## config.mk

```make
export PLATFORM = sky130hd
export DESIGN_NAME = coh_req_tracker
export DESIGN_NICKNAME = d
export VERILOG_FILES = /design/src/rtl/coh_req_tracker.sv
export SDC_FILE = /design/constraint.sdc
export NUM_CORES = 1
export LEC_CHECK = 0
export CORE_AREA = 4 4 43 45
export DETAILED_ROUTE_END_ITERATION = 6
export DIE_AREA = 0 0 47 49
export PLACE_DENSITY = 0.67
export SLEW_MARGIN = 20
export SYNTH_ARGS = -nofsm -noshare
export SYNTH_HDL_FRONTEND = slang
export SYNTH_SLANG_ARGS = --single-unit
```

## constraint.sdc

```tcl
create_clock -name clk -period 1.6 [get_ports clk]
set_clock_uncertainty 0.2 [all_clocks]
set_input_delay 0.32 -clock clk [delete_from_list [all_inputs] [get_ports clk]]
set_output_delay 0.32 -clock clk [all_outputs]
set_load 0.05 [all_outputs]
```

## src/rtl/coh_req_tracker.sv

```systemverilog
module coh_req_tracker #(
  parameter int NODES   = 3,
  parameter int SELF_ID = 0,
  localparam int NODE_W = (NODES > 1) ? $clog2(NODES) : 1
) (
  input  logic              clk,
  input  logic              rst_n,
  input  logic              issue_valid,
  input  logic              issue_self,
  input  logic              self_hold,
  input  logic              snp_valid,
  input  logic [NODE_W-1:0] snp_node,
  input  logic              snp_crit,
  input  logic              dat_valid,
  output logic              busy,
  output logic              req_send,
  output logic              snoop_done,
  output logic              req_done,
  output logic              evict_block,
  output logic              proto_err,
  output logic [NODES-1:0]  rcv_mask
);

  localparam logic [NODES-1:0] ONE      = {{(NODES-1){1'b0}}, 1'b1};
  localparam logic [NODES-1:0] SELF_BIT = ONE << SELF_ID;

  logic busy_q, self_q, sent_q, dat_q, crit_q, err_q;
  logic send_q, sdone_q, rdone_q;
  logic [NODES-1:0] mask_q;

  logic accept, snp_in, ext_self, dup, all_n, dat_n, fin;
  logic [NODES-1:0] ext_bits, self_bits, mask_n;

  assign accept    = issue_valid & ~busy_q;
  assign snp_in    = snp_valid & busy_q;
  assign ext_self  = snp_in & self_q & (snp_node == NODE_W'(SELF_ID));
  assign ext_bits  = (snp_in & ~ext_self) ? (ONE << snp_node) : '0;
  assign self_bits = (busy_q & self_q & ~self_hold) ? SELF_BIT : '0;
  assign dup       = (|(ext_bits & mask_q)) | ext_self;
  assign mask_n    = mask_q | ext_bits | self_bits;
  assign all_n     = &mask_n;
  assign dat_n     = dat_q | (busy_q & dat_valid);
  assign fin       = busy_q & all_n & dat_n;

  always_ff @(posedge clk) begin
    if (!rst_n) begin
      busy_q  <= 1'b0;
      self_q  <= 1'b0;
      sent_q  <= 1'b0;
      dat_q   <= 1'b0;
      crit_q  <= 1'b0;
      err_q   <= 1'b0;
      send_q  <= 1'b0;
      sdone_q <= 1'b0;
      rdone_q <= 1'b0;
      mask_q  <= '0;
    end else begin
      send_q  <= accept;
      sdone_q <= busy_q & all_n & ~sent_q;
      rdone_q <= fin;
      err_q   <= err_q | dup;
      if (accept) begin
        busy_q <= 1'b1;
        self_q <= issue_self;
        mask_q <= '0;
        sent_q <= 1'b0;
        dat_q  <= 1'b0;
        crit_q <= 1'b0;
      end else if (busy_q) begin
        mask_q <= mask_n;
        dat_q  <= dat_n;
        sent_q <= sent_q | all_n;
        crit_q <= (crit_q | (snp_in & snp_crit)) & ~dat_n;
        if (fin) busy_q <= 1'b0;
      end
    end
  end

  assign busy        = busy_q;
  assign req_send    = send_q;
  assign snoop_done  = sdone_q;
  assign req_done    = rdone_q;
  assign evict_block = crit_q;
  assign proto_err   = err_q;
  assign rcv_mask    = mask_q;

  AST_SEND_CLEAN: assert property (@(posedge clk) disable iff (!rst_n)
    req_send |-> (busy && rcv_mask == '0 && !evict_block));
  AST_BUSY_ISSUE_IGNORED: assert property (@(posedge clk) disable iff (!rst_n)
    (busy && issue_valid) |=> !req_send);
  AST_SNOOP_FULL: assert property (@(posedge clk) disable iff (!rst_n)
    snoop_done |-> (&rcv_mask));
  AST_SNOOP_ONCE: assert property (@(posedge clk) disable iff (!rst_n)
    snoop_done |=> !snoop_done);
  AST_DONE_FULL: assert property (@(posedge clk) disable iff (!rst_n)
    req_done |-> (!busy && (&rcv_mask)));
  AST_BUSY_FALL: assert property (@(posedge clk) disable iff (!rst_n)
    $fell(busy) |-> req_done);
  AST_EVB_OPEN: assert property (@(posedge clk) disable iff (!rst_n)
    evict_block |-> busy);
  AST_ERR_STICKY: assert property (@(posedge clk) disable iff (!rst_n)
    proto_err |=> proto_err);

endmodule

```

==> metrics.md <==
| Metric | Value |
|---|---|
| Hold depth | `1` |
| Worst Path Max Fanout | `4` |
| Setup CP Type | `primary input to flop` |
| Fmax | `660 MHz` |
| Pwr Density | `765 nW/µm²` |
| First-pass GRT wire length | `2040 µm` |
| Comb pwr share | `17.3%` |
| Sw frac | `24.9%` |
| Min-delay worst type | `flop to flop` |
| Post-synth EDFFs | `0` |
| TritonCTS Buffers | `3` |
| Gr ovfl total | `0` |
| Max-slew violations | `0` |
| Crit. path cell count | `5` |
| Rows | `14` |
| Warnings, synthesis | `0` |
| Maximum vdd drop | `645 µV` |
| Worst slew margin | `84.8%` |
| Placed cells | `93` |
| I/O pin count | `19` |
| Pint | `0.000506 W` |
| CTS resizes | `4` |
| Fin crit period | `1.51 ns` |
| Synth Area in XOR/XNOR | `0%` |
| RSZ-0062 raised after global routing | `false` |
| Net switching power | `0.000168 W` |
| Cell area after synthesis | `509 µm²` |
| Startpoint types | `primary input` |
| Total GRT Usage | `12.3%` |
| Least-Margin Pin Slew | `0.228 ns` |
| Syn_nets | `63` |
| Top delay family on crit path | `simple AND/OR/NAND/NOR gates` |
| Synth Area in Compound Gates | `20.9%` |
| Residual DRC | `0` |
| Largest net degree at the start of global routing | `11` |
| Core box area | `1470 µm²` |
| Detail Route Antenna Nets | `0` |
| Routed len/inst | `12.7 µm` |
| Max Cap Violations | `0` |
| Largest cells by area after synthesis | `dfxtp_1, nand3b_4, o21ai_0, nand2_1, o31a_1` |
| Clock Sinks | `12` |
| Worst endpoint required time | `1.60 ns` |
| DP Area | `848 µm²` |
| Top cell type's share of synthesized area | `47.2%` |
| Register share of total power | `46.7%` |
| ANT cells | `0` |
| Die height | `49 µm` |
| Post-Synth Simple-Gate Area | `25.6%` |
| Synth Instances | `53` |
| Area Overhead vs Synth | `73.0%` |
| Slowest cell on crit path | `or3_4` |
| Worst EP arrival | `1.51 ns` |
| Hpwl dp | `937 µm` |
| DRT Pass-1 Iters | `5` |
| Mean Syn Cell Area | `9.61 µm²` |
| Leakage | `0.375 nW` |
| Asr flop ratio synth | `0%` |
| Top FF cell, synth | `dfxtp_1` |
| CTS Hold Buffers Added | `0` |
| Gp weighted congestion | `0.820` |
| Most common cell in the netlist | `dfxtp_1` |
| FF-to-FF path depth | `4` |
| Worst skew pair latency | `0.27 ns` |
| Cell taking the most area after synthesis | `dfxtp_1` |
| Power share of the clock group | `36.0%` |
| Netlist cell types | `26` |
| Total power of the final layout | `0.000674 W` |
| Fraction of layout cells with a size suffix above 1 | `33.3%` |
| Fin crit share | `94.6%` |
| Die X | `47 µm` |
| Clk root buf | `clkbuf_4` |
| Post-Synth Adder-Cell Area | `0%` |
| Design Area, Final | `881 µm²` |
| Total number of vias | `509` |
| DRT iter0 DRCs | `28` |
| CP bufs+invs | `1` |
| Final setup vio count | `0` |
| Initial antenna violation count | `0` |
| Final Hold Viols | `0` |
| Fill cells | `130` |
| Clock buffer depth | `2` |
| Vias per std cell | `5.25` |
| Status | `finished clean` |
| Clock H-tree levels | `1` |
| Crit-path max cell delay | `0.34 ns` |
| CTS clock-pin slew for the worst setup and hold paths | `0.08 ns` |
| Multiplexer area fraction after synthesis | `1.97%` |
| Post-CTS Setup Repair Bufs | `0` |
| Nets | `92` |
| Port bufs | `18` |
| CTS tree | `built` |
| Worst setup EP type | `flop` |
| Final WL | `1230 µm` |
| CP cell instances | `dlygate4sd2_1, nand3b_4, or3_4, a22oi_2, nor3b_2` |
| Combinational family with the most area after synthesis | `simple AND/OR/NAND/NOR gates` |
| Initial Utilization | `34.6%` |
| #FFs+latches synth | `12` |
| Number of global-route vias before repair | `479` |
| Synth cell count leaders | `dfxtp_1, nand2_1, inv_1, o21ai_0, nor2_1` |
| Die area | `2300 µm²` |
| Post-Layout Cell Count | `97` |
| Sequential-to-total area share from yosys stat | `47.2%` |
registers in the layout, summed over array words and instances, names as in the netlist:
signal       cells
busy             1
dat_q            1
evict_block      1
proto_err        1
rcv_mask         3
req_done         1
req_send         1
self_q           1
sent_q           1
snoop_done       1
worst reg2reg max path: stages (launching register included):
cell and delay [ns]:
dfxtp_4 0.36, nand3b_4 0.08, or3_4 0.34, a22oi_2 0.22, nor3b_2 0.22
cell usage in the layout (no fill, tap or decap), types with 2 or more instances in the layout:
master,instances
clkdlybuf4s50_1,6
buf_12,9
a21oi_1,2
and3_1,2
o21ai_0,3
dfxtp_1,11
o31a_1,2
nand2_1,5
clkbuf_4,3
nor2_1,3
nor3_1,2
buf_4,7
inv_1,4
dlygate4sd2_1,3
stage by stage:
step                setup WS, ns  utilization [%]  setup TNS [ns]  hold slack, ns
floorplan                 0.0219                -               0           0.212
global placement          -0.326             57.7           -1.72           0.221
detailed placement        -0.377             57.7           -1.95           0.230
CTS                       0.0844             59.9               0           0.267
global route              0.0149             59.9               0           0.270
finish                    0.0857             59.9               0           0.259
final timing paths:
| kind | endpoint | start | slack, ns |
|---|---|---|---|
| setup / recovery | snoop_done | snp_node[1] | 0.09 |
| hold / removal | snoop_done | sent_q | 0.26 |
| setup reg to reg | snoop_done | busy | 0.11 |
| hold reg to reg | snoop_done | sent_q | 0.26 |
power groups by stage:
| stage | Combinational, W | Clock, W | Sequential, W |
|---|---|---|---|
| 6_report | 0.000117 | 0.000243 | 0.000314 |
| 5_1_grt | 0.000124 | 0.000268 | 0.000316 |
| 4_1_cts | 0.000117 | 0.000247 | 0.000315 |
| 3_5_place_dp | 0.000119 | 0 | 0.000322 |
| 3_3_place_gp | 0.000118 | 0 | 0.000321 |
| 2_1_floorplan | 0.0000324 | 0 | 0.000337 |
kinds of logic after synthesis:
kind of cell           count (synthesis)
DFF                                   12
AOI/OAI and AO/OA                     15
buffers and inverters                  5
and+or+nand+nor                       20
muxes                                  1
area by class of cell:
class,instances,area [µm²],share of cell area [%]
Timing Repair Buffer,25,319,36.2
Inverter,4,15.0,1.70
Clock buffer,4,36.3,4.12
Tap cell,16,20.0,2.27
Sequential cell,12,244,27.7
Multi-Input combinational cell,36,246,28.0
routing by layer:
| layer | vias to the layer above | share of wire [%] | track usage (%) |
|---|---|---|---|
| li1 | 246 | - | - |
| met1 | 229 | 44 | 15.9 |
| met2 | 28 | 44 | 18.1 |
| met3 | 6 | 8.5 | 3.69 |
| met4 | 0 | 2.9 | 5.53 |
| met5 | - | 0 | 0 |
No activity file was read; power rests on OpenSTA's default activity.
